File: src/rtl/act_mon_pkg.sv
package act_mon_pkg;
  localparam int unsigned AW = 6;
  localparam logic [AW-1:0] A_CTRL = 6'h00;
  localparam logic [AW-1:0] A_STAT = 6'h04;
  localparam logic [AW-1:0] A_HI   = 6'h08;
  localparam logic [AW-1:0] A_LO   = 6'h0C;
  localparam logic [AW-1:0] A_AHI  = 6'h10;
  localparam logic [AW-1:0] A_ALO  = 6'h14;
  localparam logic [AW-1:0] A_WGT  = 6'h18;
  localparam logic [AW-1:0] A_INIT = 6'h1C;
  localparam logic [AW-1:0] A_AVG  = 6'h20;

  localparam int unsigned C_ENA    = 31;
  localparam int unsigned C_UP_EN  = 30;
  localparam int unsigned C_DN_EN  = 29;
  localparam int unsigned C_UP_N   = 26;
  localparam int unsigned C_DN_N   = 23;
  localparam int unsigned C_AUP_EN = 21;
  localparam int unsigned C_ADN_EN = 20;
  localparam int unsigned C_PER    = 18;
  localparam int unsigned C_K      = 10;
  localparam int unsigned NW       = 3;
  localparam int unsigned KW       = 3;

  // status nibble maps to register bits 31..28
  localparam int unsigned S_LSB    = 28;
  typedef struct packed {
    logic up;
    logic dn;
    logic aup;
    logic adn;
  } stat_t;
endpackage

File: src/rtl/act_mon_avg.sv
module act_mon_avg #(
  parameter int unsigned DW = 32,
  parameter int unsigned KW = 3
) (
  input  logic          clk_i,
  input  logic          rst_ni,
  input  logic          active_i,
  input  logic          event_i,
  input  logic          tick_i,
  input  logic [DW-1:0] weight_i,
  input  logic [KW-1:0] k_i,
  input  logic          init_we_i,
  input  logic [DW-1:0] init_i,
  output logic [DW-1:0] count_o,
  output logic [DW-1:0] acc_o,
  output logic [DW-1:0] avg_o,
  output logic [DW-1:0] avg_next_o
);
  localparam int unsigned SW = KW + 1;

  logic [DW-1:0]   acc_q, avg_q;
  logic [DW:0]     sum;
  logic signed [DW:0] diff, step;
  logic [SW-1:0]   sh;

  always_comb begin
    sum        = {1'b0, acc_q} + {1'b0, (event_i ? weight_i : '0)};
    count_o    = sum[DW] ? '1 : sum[DW-1:0];
    diff       = $signed({1'b0, count_o}) - $signed({1'b0, avg_q});
    sh         = SW'(k_i) + SW'(1);
    step       = diff >>> sh;
    avg_next_o = avg_q + step[DW-1:0];
  end

  always_ff @(posedge clk_i or negedge rst_ni) begin
    if (!rst_ni) begin
      acc_q <= '0;
      avg_q <= '0;
    end else begin
      if (!active_i || tick_i) acc_q <= '0;
      else                     acc_q <= count_o;
      if (init_we_i)                avg_q <= init_i;
      else if (active_i && tick_i)  avg_q <= avg_next_o;
    end
  end

  assign acc_o = acc_q;
  assign avg_o = avg_q;
endmodule

File: src/rtl/act_mon_run.sv
module act_mon_run #(
  parameter int unsigned NW = 3
) (
  input  logic          clk_i,
  input  logic          rst_ni,
  input  logic          clr_i,
  input  logic          tick_i,
  input  logic          breach_i,
  input  logic [NW-1:0] need_i,
  output logic          fire_o
);
  logic [NW-1:0] run_q;

  assign fire_o = !clr_i && tick_i && breach_i && (run_q == need_i);

  always_ff @(posedge clk_i or negedge rst_ni) begin
    if (!rst_ni)                   run_q <= '0;
    else if (clr_i)                run_q <= '0;
    else if (tick_i) begin
      if (!breach_i || fire_o)     run_q <= '0;
      else                         run_q <= run_q + NW'(1);
    end
  end
endmodule

File: src/rtl/act_mon.sv
module act_mon
  import act_mon_pkg::*;
#(
  parameter int unsigned DW = 32
) (
  input  logic          clk_i,
  input  logic          rst_ni,
  input  logic          reg_wr_i,
  input  logic [5:0]    reg_addr_i,
  input  logic [DW-1:0] reg_wdata_i,
  output logic [DW-1:0] reg_rdata_o,
  input  logic          tick_i,
  input  logic          event_i,
  output logic          irq_o
);
  logic [DW-1:0] ctrl_q, hi_q, lo_q, ahi_q, alo_q, wgt_q;
  stat_t         stat_q, stat_set, stat_clr;
  logic [DW-1:0] count, acc, avg, avg_next;
  logic          active, act_tick;
  logic [1:0]    breach, run_en, fire;
  logic [NW-1:0] need [2];

  assign active   = ctrl_q[C_ENA] && ctrl_q[C_PER];
  assign act_tick = active && tick_i;

  act_mon_avg #(.DW(DW), .KW(KW)) u_avg (
    .clk_i, .rst_ni,
    .active_i   (active),
    .event_i,
    .tick_i,
    .weight_i   (wgt_q),
    .k_i        (ctrl_q[C_K +: KW]),
    .init_we_i  (reg_wr_i && reg_addr_i == A_INIT),
    .init_i     (reg_wdata_i),
    .count_o    (count),
    .acc_o      (acc),
    .avg_o      (avg),
    .avg_next_o (avg_next)
  );

  // index 0: upper threshold, index 1: lower threshold
  assign breach[0] = count > hi_q;
  assign breach[1] = count < lo_q;
  assign run_en[0] = ctrl_q[C_UP_EN];
  assign run_en[1] = ctrl_q[C_DN_EN];
  assign need[0]   = ctrl_q[C_UP_N +: NW];
  assign need[1]   = ctrl_q[C_DN_N +: NW];

  for (genvar g = 0; g < 2; g++) begin : g_run
    act_mon_run #(.NW(NW)) u_run (
      .clk_i, .rst_ni,
      .clr_i    (!active || !run_en[g]),
      .tick_i   (tick_i),
      .breach_i (breach[g]),
      .need_i   (need[g]),
      .fire_o   (fire[g])
    );
  end

  always_comb begin
    stat_set.up  = fire[0];
    stat_set.dn  = fire[1];
    stat_set.aup = act_tick && ctrl_q[C_AUP_EN] && (avg_next > ahi_q);
    stat_set.adn = act_tick && ctrl_q[C_ADN_EN] && (avg_next < alo_q);
    stat_clr     = (reg_wr_i && reg_addr_i == A_STAT) ? reg_wdata_i[DW-1:S_LSB] : '0;
  end

  always_ff @(posedge clk_i or negedge rst_ni) begin
    if (!rst_ni) begin
      ctrl_q <= '0; hi_q <= '0; lo_q <= '0;
      ahi_q  <= '0; alo_q <= '0; wgt_q <= '0;
      stat_q <= '0;
    end else begin
      if (reg_wr_i) begin
        case (reg_addr_i)
          A_CTRL:  ctrl_q <= reg_wdata_i;
          A_HI:    hi_q   <= reg_wdata_i;
          A_LO:    lo_q   <= reg_wdata_i;
          A_AHI:   ahi_q  <= reg_wdata_i;
          A_ALO:   alo_q  <= reg_wdata_i;
          A_WGT:   wgt_q  <= reg_wdata_i;
          default: ;
        endcase
      end
      stat_q <= (stat_q & ~stat_clr) | stat_set;
    end
  end

  always_comb begin
    case (reg_addr_i)
      A_CTRL:  reg_rdata_o = ctrl_q;
      A_STAT:  reg_rdata_o = {stat_q, {S_LSB{1'b0}}};
      A_HI:    reg_rdata_o = hi_q;
      A_LO:    reg_rdata_o = lo_q;
      A_AHI:   reg_rdata_o = ahi_q;
      A_ALO:   reg_rdata_o = alo_q;
      A_WGT:   reg_rdata_o = wgt_q;
      A_AVG:   reg_rdata_o = avg;
      default: reg_rdata_o = '0;
    endcase
  end

  assign irq_o = |(stat_q & {ctrl_q[C_UP_EN], ctrl_q[C_DN_EN],
                             ctrl_q[C_AUP_EN], ctrl_q[C_ADN_EN]});
endmodule

File: config.mk
export PLATFORM = sky130hd
export DESIGN_NAME = act_mon
export DESIGN_NICKNAME = d
export VERILOG_FILES = /design/src/rtl/act_mon_pkg.sv /design/src/rtl/act_mon_avg.sv /design/src/rtl/act_mon_run.sv /design/src/rtl/act_mon.sv
export SDC_FILE = /design/constraint.sdc
export NUM_CORES = 1
export LEC_CHECK = 0
export ABC_AREA = 1
export BUFFER_PORTS_ARGS = -buffer_cell sky130_fd_sc_hd__buf_4
export CAP_MARGIN = 0
export CORE_AREA = 2 2 211 192
export DETAILED_ROUTE_END_ITERATION = 16
export DIE_AREA = 0 0 213 194
export PLACE_DENSITY = 0.77
export SLEW_MARGIN = 0
export SYNTH_ARGS = -nofsm -noshare
export SYNTH_HDL_FRONTEND = slang
export SYNTH_SLANG_ARGS = --single-unit
File: constraint.sdc
create_clock -name clk_i -period 16.7 [get_ports clk_i]
set_input_delay 2.505 -clock clk_i [delete_from_list [all_inputs] [get_ports clk_i]]
set_output_delay 2.505 -clock clk_i [all_outputs]
set_load 0.02 [all_outputs]
==> results.rst <==
.. list-table::
   :header-rows: 1

   * - Metric
     - Value
   * - Outcome
     - complete, no violations
   * - Clock power frac
     - 15.8%
   * - Count of flip-flops with a built-in enable after synthesis
     - 0
   * - DRT antenna net count
     - 0
   * - Die extent in y
     - 194 um
   * - Most common cell after layout, fill and taps aside
     - nand2_1
   * - Critical path startpoint category
     - input pin
   * - Via count of the first global-routing pass
     - 20258
   * - Final standard cell utilization of the core
     - 60.0%
   * - Post-CTS setup buffer count
     - 0
   * - Standard cell area after detailed placement
     - 0.0224 mm2
   * - Syn-to-layout area delta
     - 10.0%
   * - Placement Rows
     - 69
   * - TritonCTS clock tree
     - done
   * - Number of iterations in the first detailed-routing pass
     - 9
   * - Syn Std Cell Area
     - 0.0213 mm2
   * - Hold crit path type
     - register to register
   * - Setup repair after global routing missed its margin
     - false
   * - Number of buffers added by the clock tree synthesis step
     - 30
   * - Vias
     - 21159
   * - GPL Wtd Cong
     - 1.01
   * - Fraction of registers with async set/reset
     - 100%
   * - Pin count of the biggest net entering global routing
     - 135
   * - Number of unique standard cell types used by synthesis
     - 57
   * - Critical-path maximum fanout
     - 37
   * - Class of the most critical setup path
     - input pin to register
   * - Cells after Synth
     - 2921
   * - Count of instances resized after the clock tree is built
     - 0
   * - Worst-Skew Late Latency
     - 580 ps
   * - Initial antenna violation count
     - 0
   * - Top FF cell, synth
     - dfrtp_1
   * - Average size of a mapped cell
     - 7.31 um2
   * - Power density normalized to cell area
     - 191 mW/mm2
   * - Ports placed on the boundary
     - 76
   * - Total Routing Usage GR
     - 36.0%
   * - Final-report hold violation count
     - 0
   * - Floorplan Core Area
     - 0.0391 mm2
   * - Relative slew margins
     - 13.2%
   * - Endpoint arrival time on the critical path
     - 11510 ps
   * - CTS clk-pin slew, worst paths
     - 60 ps
   * - Count of endpoints failing setup in the final report
     - 0
   * - Synth Net Count
     - 3191
   * - Leakage power
     - 12.5 nW
   * - Wirelength per Cell
     - 21.0 um
   * - Peak per-stage delay on the critical path
     - 760 ps
   * - Count of pins over their slew limit
     - 0
   * - Largest buffer count on any clock path
     - 3
   * - Routed wire length
     - 73.9 mm
   * - Final critical path time including I/O delays and setup
     - 11060 ps
   * - Part of the cycle the worst path needs
     - 66.2%
   * - Sw Share
     - 50.5%
   * - Commonest non-fill, non-tap cells in the layout
     - nand2_1 (672), inv_1 (442), dfrtp_1 (266), o21ai_0 (227), ha_1 (224)
   * - Sum of negative setup slack
     - 0 ps
   * - Max Fclk
     - 0.0904 GHz
   * - Share of cells above drive strength 1
     - 7.95%
   * - Sink Count
     - 266
   * - Slew at the pin with the worst max-slew slack
     - 1300 ps
   * - Synth warn
     - 0
   * - Kind of capture point of the worst setup path
     - register
   * - Global route overflow
     - 0
   * - Crit path max-delay cell type
     - nor4b_1
   * - Post-DP HPWL
     - 57.6 mm
   * - Data required time of the critical path
     - 17150 ps
   * - CP most frequent cell
     - nand2_1
   * - Initial core utilization
     - 54.6%
   * - Diodes inserted
     - 0
   * - DR DRC count
     - 0
   * - Input/output buffers
     - 75
   * - Psw
     - 2.26 mW
   * - Internal Dissipation
     - 2.21 mW
   * - Proportion of power drawn by flip-flops and latches
     - 18.8%
   * - Power consumption
     - 4.48 mW
   * - Via density per instance
     - 6.02
   * - Worst voltage drop across the vdd grid
     - 108 uV
   * - Die Outline Area
     - 0.0413 mm2
   * - First-pass GRT wire length
     - 115 mm
   * - Post-synthesis sequential area ratio
     - 31.2%
   * - Post-route cell area
     - 0.0235 mm2
   * - Yosys reg bits
     - 266
   * - Clock skew after layout
     - 15.4 ps
   * - Number of hold buffers added after cts
     - 0
   * - Share of power burned in combinational logic
     - 65.3%
   * - Count of H-tree levels built during CTS
     - 1
   * - Number of max-cap violations
     - 0
   * - Chip width
     - 213 um
   * - Nets@finish
     - 3228
   * - DRT iter0 DRCs
     - 2457
   * - Clock tree root driver cell
     - clkbuf_16
[power by group through the flow]
| stage | registers, mW | logic, mW | clock network (mW) |
|---|---|---|---|
| after floorplan | 0.812 | 2.10 | 0 |
| after global placement | 0.849 | 2.77 | 0 |
| after detailed placement | 0.851 | 2.84 | 0 |
| after CTS | 0.841 | 2.86 | 0.711 |
| after global routing | 0.852 | 3.29 | 0.738 |
| final | 0.844 | 2.92 | 0.708 |
[through the flow]
step / instances / setup WS (ps) / hold slack (ps)
finish: 3513 / 5640 / 485
global route: 3513 / 5110 / 505
global placement: 3458 / 5640 / 465
detailed placement: 3458 / 5410 / 473
floorplan: 2921 / 7590 / 453
CTS: 3513 / 5980 / 488
[flip-flops by register name (all words and copies together) (netlist names)]
name / count
ctrl_q: 32
u_avg.acc_o: 32
lo_q: 32
ahi_q: 32
hi_q: 32
wgt_q: 32
g_run.u_run.run_q: 6
u_avg.avg_o: 32
alo_q: 32
stat_q: 4
[synthesized netlist by cell type, drive strengths merged, types with 30 or more instances]
cell type / number / area, um2
xor2: 41 / 359
o22ai: 46 / 288
a21oi: 203 / 1090
clkbuf: 70 / 263
inv: 445 / 1670
mux2i: 35 / 350
o221ai: 30 / 263
nand3: 182 / 956
o21ai: 249 / 1270
nor2: 128 / 488
ha: 224 / 2800
dfrtp: 266 / 6660
nand2: 691 / 2630
[critical path: cells and delay by family]
family | cells | cell delay [ps]
adders and majority gates | 5 | 1800
xor gates and xnor gates | 2 | 450
AOI/OAI and AO/OA | 10 | 2110
buffers and inverters | 6 | 1070
and+or+nand+nor | 25 | 3530
[final timing paths]
check / startpoint / end / slack, ps / cells past startpoint
worst max-delay path: event_i / stat_q[1] / 5640 / 48
worst min-delay path: hi_q[13] / hi_q[13] / 480 / 2
worst max register to register: wgt_q[0] / stat_q[1] / 7390 / 47
worst min register to register: hi_q[13] / hi_q[13] / 480 / 2
max in group asynchronous: rst_ni / stat_q[1] / 12320 / 3
min in group asynchronous: rst_ni / u_avg.acc_o[9] / 2040 / 1
[routing by layer]
metal | GRT usage [%] | share of wire, % | vias to the layer above
li1 | - | - | 9921
met1 | 47.9 | 41 | 9856
met2 | 57.4 | 45 | 1135
met3 | 4.00 | 7.8 | 247
met4 | 19.4 | 6.4 | 0
met5 | 0 | 0 | -
[kinds of logic (layout without fill, tap and decap cells)]
| kind of cell | Yosys count | after routing | synth area share, % |
|---|---|---|---|
| xor gates and xnor gates | 63 | 63 | 2.59 |
| AOI/OAI and AO/OA | 693 | 693 | 19.8 |
| adders and majority gates | 227 | 227 | 13.4 |
| and+or+nand+nor | 1093 | 1093 | 21.7 |
| muxes | 35 | 35 | 1.64 |
| DFF | 266 | 266 | 31.2 |
| buffers and inverters | 544 | 604 | 9.65 |
[layout make-up]
type,instances,area [um2]
Timing Repair Buffer,98,743
Clock buffer,42,897
Fill cell,3630,15600
Sequential cell,266,6660
Clock inverter,13,153
Inverter,451,1690
Multi-Input combinational cell,2111,12700
Tap cell,532,666
Power figures use the tool's default switching activity.
